**src/rtl/phase_barrier_pkg.sv**
```systemverilog
`timescale 1ns/1ps
package phase_barrier_pkg;
  typedef struct packed {
    logic loadSetup;  // program goal, clear round state
    logic accept;     // arrivals and bytes of this cycle are absorbed
    logic complete;   // round closes on this edge
  } ctrlStrobes_t;
endpackage

```
**src/rtl/phase_barrier_dp.sv**
```systemverilog
`timescale 1ns/1ps
module phase_barrier_dp
  import phase_barrier_pkg::*;
#(
  parameter int NUM_PORTS = 4,
  parameter int CNT_W     = 9,
  parameter int BYTE_W    = 16
) (
  input  logic                        clk,
  input  logic                        rst_n,
  input  ctrlStrobes_t                strobes,
  input  logic [CNT_W-1:0]            setupCount,
  input  logic [NUM_PORTS-1:0]        arriveValid,
  input  logic [NUM_PORTS-1:0]        arrivePeer,
  input  logic [NUM_PORTS*BYTE_W-1:0] arriveBytes,
  input  logic                        landValid,
  input  logic [BYTE_W-1:0]           landBytes,
  output logic                        goalMet,
  output logic                        excess
);
  localparam int SUM_W  = CNT_W + 1;
  localparam int PEND_W = BYTE_W + $clog2(NUM_PORTS) + 2;

  logic [CNT_W-1:0]  count, goal;
  logic [PEND_W-1:0] pend;
  logic [SUM_W-1:0]  arriveSum, newCount;
  logic [PEND_W-1:0] byteSum, landExt, newPend;
  logic [BYTE_W-1:0] portBytes [NUM_PORTS];

  for (genvar p = 0; p < NUM_PORTS; p++) begin : g_unpack
    assign portBytes[p] = arriveValid[p] ? arriveBytes[p*BYTE_W +: BYTE_W] : '0;
  end

  always_comb begin
    arriveSum = '0;
    byteSum   = '0;
    for (int p = 0; p < NUM_PORTS; p++) begin
      arriveSum = arriveSum + SUM_W'(arriveValid[p]);
      byteSum   = byteSum + PEND_W'(portBytes[p]);
    end
    landExt  = landValid ? PEND_W'(landBytes) : '0;
    newCount = SUM_W'(count) + arriveSum;
    newPend  = pend + byteSum - landExt;
    goalMet  = (newCount != '0) && (newCount >= SUM_W'(goal)) && (newPend == '0);
    excess   = newCount > SUM_W'(goal);
  end

  always_ff @(posedge clk or negedge rst_n) begin
    if (!rst_n) begin
      count <= '0;
      goal  <= CNT_W'(1);
      pend  <= '0;
    end else if (strobes.loadSetup) begin
      count <= '0;
      goal  <= setupCount;
      pend  <= '0;
    end else if (strobes.accept) begin
      count <= strobes.complete ? '0 : newCount[CNT_W-1:0];
      pend  <= newPend;
    end
  end

  // a closed round leaves no byte balance behind
  a_r6_balance_cleared: assert property (@(posedge clk) disable iff (!rst_n)
    strobes.complete |=> (pend == '0));
  // the counter sits at or past the goal only while bytes are still owed
  a_r3_count_below_goal: assert property (@(posedge clk) disable iff (!rst_n)
    (count < goal) || (pend != '0));
  // peer-tagged arrivals grow the counter by their number
  a_r7_peer_counted: assert property (@(posedge clk) disable iff (!rst_n)
    (strobes.accept && !strobes.complete && |(arriveValid & arrivePeer))
      |=> (SUM_W'(count) == $past(SUM_W'(count)) + $past(SUM_W'($countones(arriveValid)))));
endmodule

```
**src/rtl/phase_barrier_ctrl.sv**
```systemverilog
`timescale 1ns/1ps
module phase_barrier_ctrl
  import phase_barrier_pkg::*;
(
  input  logic         clk,
  input  logic         rst_n,
  input  logic         setupValid,
  input  logic         anyArrive,
  input  logic         goalMet,
  input  logic         excess,
  output ctrlStrobes_t strobes,
  output logic         barPhase,
  output logic         roundDone,
  output logic         overflowErr,
  output logic         earlyArriveErr
);
  logic setupDone;

  always_comb begin
    strobes.loadSetup = setupValid;
    strobes.accept    = setupDone && !setupValid;
    strobes.complete  = setupDone && !setupValid && goalMet;
  end

  always_ff @(posedge clk or negedge rst_n) begin
    if (!rst_n) begin
      setupDone      <= 1'b0;
      barPhase       <= 1'b0;
      roundDone      <= 1'b0;
      overflowErr    <= 1'b0;
      earlyArriveErr <= 1'b0;
    end else begin
      setupDone <= setupDone | setupValid;
      if (strobes.loadSetup)     barPhase <= 1'b0;
      else if (strobes.complete) barPhase <= ~barPhase;
      roundDone      <= strobes.complete;
      overflowErr    <= overflowErr | (strobes.complete & excess);
      earlyArriveErr <= earlyArriveErr | (!setupDone & anyArrive);
    end
  end

  // every phase change not caused by setup comes with the pulse
  a_r3_flip_pulses: assert property (@(posedge clk) disable iff (!rst_n)
    ((barPhase != $past(barPhase)) && !$past(setupValid)) |-> roundDone);
  // passing the goal is always reported
  a_r4_overflow_flag: assert property (@(posedge clk) disable iff (!rst_n)
    (strobes.complete && excess) |=> overflowErr);
  // arrivals before setup raise the flag
  a_r8_early_flag: assert property (@(posedge clk) disable iff (!rst_n)
    (!setupDone && anyArrive) |=> earlyArriveErr);
  // no round can close before setup
  a_r8_no_early_round: assert property (@(posedge clk) disable iff (!rst_n)
    !setupDone |=> !roundDone);
endmodule

```
**src/rtl/phase_barrier.sv**
```systemverilog
`timescale 1ns/1ps
module phase_barrier
  import phase_barrier_pkg::*;
#(
  parameter int NUM_PORTS   = 4,
  parameter int NUM_WAITERS = 4,
  parameter int CNT_W       = 9,
  parameter int BYTE_W      = 16
) (
  input  logic                        clk,
  input  logic                        rst_n,
  input  logic                        setupValid,
  input  logic [CNT_W-1:0]            setupCount,
  input  logic [NUM_PORTS-1:0]        arriveValid,
  input  logic [NUM_PORTS-1:0]        arrivePeer,
  input  logic [NUM_PORTS*BYTE_W-1:0] arriveBytes,
  input  logic                        landValid,
  input  logic [BYTE_W-1:0]           landBytes,
  input  logic [NUM_WAITERS-1:0]      waitPhase,
  output logic [NUM_WAITERS-1:0]      waitReady,
  output logic                        barPhase,
  output logic                        roundDone,
  output logic                        overflowErr,
  output logic                        earlyArriveErr
);
  ctrlStrobes_t strobes;
  logic goalMet, excess;

  phase_barrier_dp #(.NUM_PORTS(NUM_PORTS), .CNT_W(CNT_W), .BYTE_W(BYTE_W)) dp_i (
    .clk(clk), .rst_n(rst_n), .strobes(strobes), .setupCount(setupCount),
    .arriveValid(arriveValid), .arrivePeer(arrivePeer), .arriveBytes(arriveBytes),
    .landValid(landValid), .landBytes(landBytes), .goalMet(goalMet), .excess(excess));

  phase_barrier_ctrl ctrl_i (
    .clk(clk), .rst_n(rst_n), .setupValid(setupValid), .anyArrive(|arriveValid),
    .goalMet(goalMet), .excess(excess), .strobes(strobes), .barPhase(barPhase),
    .roundDone(roundDone), .overflowErr(overflowErr), .earlyArriveErr(earlyArriveErr));

  for (genvar w = 0; w < NUM_WAITERS; w++) begin : g_wait
    assign waitReady[w] = barPhase ^ waitPhase[w];
  end

  // a requester presenting the current phase is never told ready
  a_r5_stall_on_match: assert property (@(posedge clk) disable iff (!rst_n)
    (waitPhase[0] == barPhase) |-> !waitReady[0]);
endmodule

```
**config.mk**
```make
export PLATFORM = sky130hd
export DESIGN_NAME = phase_barrier
export DESIGN_NICKNAME = d
export VERILOG_FILES = /design/src/rtl/phase_barrier_pkg.sv /design/src/rtl/phase_barrier_dp.sv /design/src/rtl/phase_barrier_ctrl.sv /design/src/rtl/phase_barrier.sv
export SDC_FILE = /design/constraint.sdc
export NUM_CORES = 1
export LEC_CHECK = 0
export ABC_AREA = 1
export BUFFER_PORTS_ARGS = -buffer_cell sky130_fd_sc_hd__buf_2
export CAP_MARGIN = 10
export CORE_UTILIZATION = 23
export DETAILED_ROUTE_END_ITERATION = 10
export HOLD_SLACK_MARGIN = 0.1
export PLACE_DENSITY_LB_ADDON = 0.2
export REMOVE_ABC_BUFFERS = 1
export SLEW_MARGIN = 10
export SYNTH_ARGS = -nofsm -noshare
export SYNTH_HDL_FRONTEND = slang
export SYNTH_SLANG_ARGS = --single-unit
```
**constraint.sdc**
```tcl
create_clock -name clk -period 4.1 [get_ports clk]
set_clock_uncertainty 0.2 [all_clocks]
set_input_delay 0.41 -clock clk [delete_from_list [all_inputs] [get_ports clk]]
set_output_delay 0.41 -clock clk [all_outputs]
set_load 0.02 [all_outputs]
```
Yosys cells after proc, flatten, opt, wreduce, memory -nomap -nowiden
Cells that the tools add are included.
- register bits after elaboration: 43
- bits of input ports: 105
- add/subtract/negate cells: 9
- $lt $le $gt $ge: 2
- mux-type cells: 12
- bitwise gates (word level): 10
- reductions and logical operators: 11
- operators with widths (cell ; count):
    two-way mux 16 bit ; 5
    adder 20 x 16 -> 20 bit ; 2
    two-way mux 20 bit ; 2
    two-way mux 9 bit ; 3
    adder 10 x 1 -> 10 bit ; 2
    adder 20 bit ; 1
    logical NOT 20 bit ; 1
    subtractor 20 bit ; 1
    adder 16 x 16 -> 17 bit ; 1
    adder 9 x 10 -> 10 bit ; 1
    greater-or-equal comparator 10 x 9 -> 1 bit ; 1
    greater-than comparator 10 x 9 -> 1 bit ; 1
    nonzero test 10 bit ; 1
    logical AND 1 bit ; 4
    nonzero test 2 bit ; 2
    OR reduction 4 bit ; 1
    XOR 1 bit ; 4
    OR 1 bit ; 3
    adder 1 x 1 -> 2 bit ; 1
    AND 1 bit ; 2
    logical NOT 1 bit ; 2
    two-way mux 1 bit ; 2
    NOT 1 bit ; 1

Logic depth before layout (Yosys ltp)
Gate-level depths: netlist (run 1).
- word-level depth: 12
- gate-level depth with buffers: 33
- gate-level depth less buffers: 31

Modules after synthesis
Synthesis (run 1) repeated with hierarchy kept, for this count alone.
- cell total of the unflattened synthesis: 796
- area, all modules: 5597.9 µm²
- by module, submodules not included (module ; times used ; cells each ; area an instance (µm²)):
    phase_barrier_dp ; 1 ; 756 ; 5320.1
    phase_barrier_ctrl ; 1 ; 20 ; 202.7
    phase_barrier ; 1 ; 20 ; 75.1

Least setup slack after synthesis (run 1)
OpenSTA, ideal clock, no wires.
- kind: input port to flip-flop
- from: in arriveValid[1]
- to: reg dp_i.count[0]
- setup time: 0.118 ns
- arrival time: 5.196 ns
- path slack: -1.414 ns
- stages: 28
- cells stage by stage: clkbuf_1 -> nand2_1 -> inv_1 -> ha_1 -> inv_1 -> fa_1 -> o21ai_1 -> a21oi_1 -> o21ai_1 -> nand3_1 -> a31oi_1 -> xor2_1 -> fa_1 -> fa_1 -> fa_1 -> ha_1 -> a21oi_1 -> o21ai_0 -> a21oi_1 -> nand2_1 -> nand2_1 -> nand2_1 -> inv_1 -> nand2_1 -> nor2_2 -> nand3_4 -> nand3_1 -> nand2_1
- longest elaborated chain between the ends: 12
- elaborated cells on any way between the ends: 19
- ends and longest elaborated chain (what ; RTL line ; text):
    start, declared ; phase_barrier.sv:14 ; input logic [NUM_PORTS-1:0] arriveValid,
    two-way mux 16 bit ; phase_barrier_dp.sv:31 ; assign portBytes[p] = arriveValid[p] ? arriveBytes[p*BYTE_W +: BYTE_W] : '0;
    adder 16 x 16 -> 17 bit ; phase_barrier_dp.sv:39 ; byteSum = byteSum + PEND_W'(portBytes[p]);
    adder 20 x 16 -> 20 bit (2 in a row) ; phase_barrier_dp.sv:39 ;
    adder 20 bit ; phase_barrier_dp.sv:43 ; newPend = pend + byteSum - landExt;
    subtractor 20 bit ; phase_barrier_dp.sv:43 ;
    logical NOT 20 bit ; phase_barrier_dp.sv:44 ; goalMet = (newCount != '0) && (newCount >= SUM_W'(goal)) && (newPend == '0);
    logical AND 1 bit ; phase_barrier_dp.sv:44 ;
    logical AND 1 bit ; phase_barrier_ctrl.sv:22 ; strobes.complete = setupDone && !setupValid && goalMet;
    two-way mux 9 bit * ; phase_barrier_dp.sv:58 ; count <= strobes.complete ? '0 : newCount[CNT_W-1:0];
    two-way mux 9 bit * ; phase_barrier_dp.sv:57 ; end else if (strobes.accept) begin
    two-way mux 9 bit * ; phase_barrier_dp.sv:53 ; end else if (strobes.loadSetup) begin
    end signal, assigned ; phase_barrier_dp.sv:58 ;
    end, declared ; phase_barrier_dp.sv:24 ; logic [CNT_W-1:0] count, goal;
Every way passes the cells marked *; elsewhere a longest branch is shown, timed or not. The select of a mux whose other input is x is not followed.
A chain may end at the register's enable or synchronous reset.

Final worst setup path (run 1)
- from: in arriveValid[0]
- to: reg dp_i.count[4]
The elaborated chain is that of the path after synthesis.

==> results of run 1 <==
cell usage in the layout, fill, tap and decap left out, drive strengths merged:
master / netlist / routed
nand2: 274 / 274
ha: 58 / 58
nor3: 12 / 12
dlygate4sd3: 0 / 3
o211ai: 1 / 1
o211a: 1 / 1
xor2: 18 / 18
nand3: 50 / 51
a221oi: 1 / 1
dfstp: 1 / 1
nand3b: 8 / 8
o21bai: 3 / 3
o21ai: 26 / 26
a211oi: 1 / 1
and3: 1 / 1
fa: 50 / 50
xnor2: 7 / 7
a22o: 6 / 6
buf: 1 / 250
dfrtp: 42 / 42
nor2: 45 / 45
a21oi: 34 / 34
a21o: 1 / 1
clkbuf: 18 / 5
a31oi: 2 / 2
o22ai: 4 / 4
inv: 170 / 171
nand4: 11 / 11
clkinvlp: 0 / 1
or2: 1 / 1
bufinv: 0 / 1
state kept, by name, summed over array words and instances (netlist names):
register and cells:
ctrl_i.barPhase 1, ctrl_i.earlyArriveErr 1, ctrl_i.overflowErr 1, ctrl_i.roundDone 1
ctrl_i.setupDone 1, dp_i.count 9, dp_i.goal 9, dp_i.pend 20
layout make-up:
class	instances	area (µm²)	area share (%)
clock inverters	3	46.3	0.499
well taps	330	413	4.45
multi-input cells	616	5180	55.8
clock buffers	5	125	1.35
flip-flops and latches	43	1080	11.6
repair buffers	253	1800	19.4
inverters	170	641	6.91
logic make-up after synthesis:
group	after synthesis	synth area share, %
and+or+nand+nor	402	28.7
buffers and inverters	189	12.1
adders and majority gates	108	29.4
AOI/OAI and AO/OA	80	7.79
DFF	43	18.3
xor gates and xnor gates	25	3.72
layer usage:
metal  vias to the layer above  track usage [%]
li1                       3109                -
met5                         -                0
met4                         0             2.19
met1                      2844             18.9
met3                         8             1.61
met2                        68             24.9
worst paths after layout:
check                                 to  slack (ns)  cells past startpoint
max reg2reg                dp_i.count[2]        0.31                     21
max                        dp_i.count[4]       -0.99                     31
min                         dp_i.goal[1]        0.11                      3
min reg2reg                 dp_i.goal[0]        0.27                      2
min in group asynchronous   dp_i.goal[5]        0.53                      3
max in group asynchronous   dp_i.pend[2]        2.72                      3
through the flow:
step | utilization, % | setup TNS, ns
CTS | 35.3 | -20.42
floorplan | - | -21.51
global placement | 30.5 | -41.69
global route | 36.9 | -25.74
detailed placement | 30.5 | -41.77
finish | 36.9 | -19.77
power groups by stage:
stage | clock network (W) | logic, W | registers, W
5_1_grt | 0.000532 | 0.00823 | 0.000630
2_1_floorplan | 0 | 0.00282 | 0.000605
4_1_cts | 0.000524 | 0.00710 | 0.000618
3_3_place_gp | 0 | 0.00510 | 0.000624
6_report | 0.000498 | 0.00750 | 0.000615
3_5_place_dp | 0 | 0.00508 | 0.000625
critical path, delay by kind of cell:
family,cells,cell delay [ns]
fa+ha+maj,5,1.99
simple gates,15,1.35
buf+inv,6,0.68
compound gates,4,0.51
xor+xnor,1,0.14
timing repair:
action / in CTS / in global routing
setup buffers: 22 / 6
hold buffers: 3 / 0
endpoints found under the hold margin: 44 / 0
resized for setup: 184 / 81
endpoints found under the setup margin: 29 / 29
pin swaps: 116 / 60
cloned: 1 / 0
==> reports/results.ini, run 1 <==
[sta]
whs_ns = 0.109
fin_ws_ns = -0.994
fmax_ghz = 0.196
maxSlewViolCount = 0
rsz0062_at_grt = yes
fin_crit_sh_pct = 124
hold_viol_final = 0
setup_viol = 28
tightestPinTransition_ns = 0.638
finalCriticalPeriod_ns = 5.09
slew_headroom_pct = 57.5

[critical_path]
cpMaxStageDelayCell = fa_1
startpoint = arriveValid[0]
startpoint_type = input pin
arrival_ns = 5.09
endpoint_kind = flop
setup.worst_path.class = input pin to flop
worstPathRequired_ns = 4.09
crit_fanout = 7
cp_slowest_stage_delay_ns = 0.52
worst_r2r_startpoint = dp_i.count[0]

[drt]
top_layer_used = met4
first_pass_iters = 4
drtIter0Drc = 272
vias = 6029
drc_errors = 0
ant_nets = 0
routed_wl_mm = 18.3
met1_length_mm = 8.52
dr_wl_met2_mm = 9.16
met3_wirelength_um = 514
wire_per_inst_um = 12.9
via_per_inst = 4.25

[placement]
dp_slack_ns = -1.81
gp_congestion = 0.845
placed_cell_area_um2 = 7660
dp.cells = 1381
dp_hpwl_mm = 14.5
numPortBuffers = 108

[synth]
yosysUniqueCellTypes = 36
dominantRegCellSynth = dfrtp_1
netlist_instances = 847
synth-edff-count = 0
synthesis.area_um2 = 5880
ys_ff_latch = 43
yosysTopAreaCell = dfrtp_1
synth.most_common_cell = nand2_1
yosysWarnings = 0
async_reset_ff_share_pct = 100
avgSynthCellArea_um2 = 6.94
synth_top_cell_area_share_pct = 17.9
seq_area_frac_synth_pct = 18.3
ys_top_cells_by_count = nand2_1, inv_1, ha_1
yosys-top-cells-area = dfrtp_1, nand2_1, fa_1, ha_1, inv_1

[finish]
final_area_um2 = 9270
fill_cells = 2687
instances_no_fill = 1420
drive_gt1_share_pct = 41.8
n_antenna_cell = 0
areaGrowthSynthToFinish_pct = 57.8
num-nets-final = 1302

[floorplan]
dieArea_um2 = 26200
pin_count = 113
initial_core_util_pct = 23.4
core_area_um2 = 25100
fp-row-count = 58
die_w_um = 162
chipHeight_um = 162

[job]
cap_violations = 0

[pwr]
peakVddDrop_uv = 471
seqPwrFrac_pct = 7.1
p_sw_w = 0.00408
comb_power_share_pct = 87.1
pwr-share-clk_pct = 5.8
power_w = 0.00861
leakagePower_nw = 5.05
switching_share_pct = 47.3
p_per_area_nw_per_um2 = 929
intPower_w = 0.00454

[min_path]
hp-class = input pin to flop
worstHoldStart = setupCount[1]

[clock_network]
cts_max_level = 2
cts_max_path_buffers = 2
numClockSinks = 43
cts_root_buffer = clkbuf_16
path_clk_slew_ns = 0.07
clk_latency_ns = 0.31
cts_tree = done
cts_buffers = 5

[grt]
grt_overflow = 0
grt_start_max_net_pins = 44
grt_antenna_before_repair = 0
grtUsageTotal_pct = 14.2
grt_pass1_wl_mm = 29.4
grt_pass1_vias = 5901

[outcome]
outcome = finished, violations left
violations = negative setup slack

No activity file was read; power rests on OpenSTA's default activity.
==> inputs of run 2 (changes only) <==
- PLACE_DENSITY_LB_ADDON: 0.2 -> 0.15
==> reports/results.ini, run 2 (synthesis gave the netlist of run 1 again) <==
[drt]
drc_errors = 0  ; unchanged
first_pass_iters = 4  ; unchanged
wire_per_inst_um = 13.0  ; was 12.9 µm
ant_nets = 0  ; unchanged
routed_wl_mm = 18.4  ; was 18.3 mm
via_per_inst = 4.23  ; was 4.25
drtIter0Drc = 280  ; was 272
vias = 5987  ; was 6029

[sta]
hold_viol_final = 0  ; unchanged
tightestPinTransition_ns = 0.673  ; was 0.638 ns
fin_ws_ns = -1.03  ; was -0.994 ns
fin_crit_sh_pct = 125  ; was 124%
finalCriticalPeriod_ns = 5.13  ; was 5.09 ns
maxSlewViolCount = 0  ; unchanged
fmax_ghz = 0.195  ; was 0.196 GHz
slew_headroom_pct = 55.0  ; was 57.5%
rsz0062_at_grt = yes  ; unchanged
setup_viol = 27  ; was 28

[critical_path]
cp_slowest_stage_delay_ns = 0.58  ; was 0.52 ns
cpMaxStageDelayCell = fa_1  ; unchanged
crit_fanout = 7  ; unchanged
crit_path_frequent_cell = nand2_2
arrival_ns = 5.12  ; was 5.09 ns
reg2reg_depth = 21  ; unchanged
setup.worst_path.class = input pin to flop  ; unchanged
startpoint_type = input pin  ; unchanged
endpoint_kind = flop  ; unchanged
worstPathRequired_ns = 4.09  ; about the same

[finish]
areaGrowthSynthToFinish_pct = 60.4  ; was 57.8%
n_antenna_cell = 0  ; unchanged
drive_gt1_share_pct = 44.5  ; was 41.8%
num-nets-final = 1299  ; was 1302
reg.largest.list = dp_i.pend (20), dp_i.count (9), dp_i.goal (9)  ; unchanged
layout_commonest_cell = nand2_1  ; unchanged
top_register = dp_i.pend  ; unchanged
final_cell_mix = nand2_1, inv_1, buf_4, buf_2, nand2_2  ; was nand2_1, inv_1, buf_4, buf_2, fa_1
largest_reg_flops = 20  ; unchanged

[floorplan]
fp-row-count = 58  ; unchanged
pin_count = 113  ; unchanged
initial_core_util_pct = 23.4  ; unchanged
core_area_um2 = 25100  ; unchanged
dieArea_um2 = 26200  ; unchanged
die_w_um = 162  ; unchanged
chipHeight_um = 162  ; unchanged

[outcome]
violations = negative setup slack  ; unchanged
outcome = finished, violations left  ; unchanged

[clock_network]
path_clk_slew_ns = 0.07  ; about the same
cts_tree = done  ; unchanged
cts_root_buffer = clkbuf_16  ; unchanged
numClockSinks = 43  ; unchanged
cts_max_level = 2  ; unchanged
clk_latency_ns = 0.30  ; was 0.31 ns
cts_buffers = 5  ; unchanged
cts_max_path_buffers = 2  ; unchanged

[job]
cap_violations = 0  ; unchanged

[min_path]
holdPathStages = 3  ; unchanged
hp-class = input pin to flop  ; unchanged

[grt]
grt_pass1_wl_mm = 30.8  ; was 29.4 mm
grt_pass1_vias = 6179  ; was 5901
grt_start_max_net_pins = 31  ; was 44
grtUsageTotal_pct = 14.7  ; was 14.2%
grt_overflow = 0  ; unchanged
grt_antenna_before_repair = 0  ; unchanged

[pwr]
peakVddDrop_uv = 457  ; was 471 µV
p_per_area_nw_per_um2 = 934  ; was 929 nW/µm²
leakagePower_nw = 5.07  ; was 5.05 nW
power_w = 0.00881  ; was 0.00861 W

[placement]
dp_hpwl_mm = 14.9  ; was 14.5 mm
dp_slack_ns = -1.97  ; was -1.81 ns
gp_congestion = 0.812  ; was 0.845
numPortBuffers = 108  ; unchanged

run 2: changes by cell type in the layout (fill, tap and decap cells not counted), sizes merged:
cell | before | now
bufinv | 1 | 0
inv | 171 | 170
dlygate4sd3 | 3 | 1
buf | 250 | 249
clkinv | 0 | 1
clkbuf | 5 | 6
run 2: metrics by stage:
step	utilization, %	hold slack (ns)	cell area (µm²)	std cells	setup TNS [ns]
finish	37.5	0.110	9430	1417	-20.10
global route	37.5	0.134	9430	1417	-27.40
CTS	36.1	0.103	9070	1407	-20.34
global placement	30.7	0.181	7710	1384	-43.86
floorplan	-	-0.0856	5810	828	-21.51
detailed placement	30.7	0.178	7710	1384	-44.63
run 2: critical path, delay by kind of cell:
| family | cells | cell delay, ns |
|---|---|---|
| AO/OA/AOI/OAI | 4 | 0.58 |
| XOR/XNOR | 1 | 0.19 |
| adder cells (fa/ha/maj) | 5 | 2.07 |
| buffers and inverters | 6 | 0.57 |
| AND/OR/NAND/NOR | 12 | 1.28 |
run 2: timing repair:
item / CTS / global route
hold buffers: 1 / 0
gates resized for setup: 237 / 72
pin swaps: 138 / 77
cloned: 1 / 0
setup endpoints to repair: 29 / 30
setup buffers: 14 / 10
endpoints found under the hold margin: 16 / 0
run 2: layer usage:
metal / share of wire, % / GRT usage (%) / up-vias
met1: 49 / 20.7 / 2812
met3: 2.6 / 1.61 / 9
met4: 0.93 / 2.74 / 0
met5: 0 / 0 / -
met2: 47 / 24.4 / 75
li1: - / - / 3091
run 2: worst paths after layout:
kind / end / start / slack (ns)
max in group asynchronous: dp_i.pend[3] / rst_n / 2.58
hold / removal: dp_i.goal[7] / setupCount[7] / 0.11
setup / recovery: dp_i.count[1] / arriveValid[1] / -1.03
setup reg to reg: dp_i.count[1] / dp_i.count[0] / 0.30
min in group asynchronous: dp_i.goal[5] / rst_n / 0.38
hold reg to reg: ctrl_i.earlyArriveErr / ctrl_i.earlyArriveErr / 0.26
run 2: layout make-up:
cell class | count | area (µm²)
Clock buffer | 6 | 139
Tap cell | 330 | 413
Timing Repair Buffer | 250 | 1780
Sequential cell | 43 | 1080
Inverter | 170 | 648
Clock inverter | 2 | 16.3
Multi-Input combinational cell | 616 | 5360
Fill cell | 2725 | 15700
run 2: where the power goes:
group          switching, W  internal (W)  total (W)
clock network      0.000193      0.000244   0.000438
logic               0.00402       0.00374    0.00775
registers         0.0000785      0.000539   0.000617
total               0.00429       0.00452    0.00881
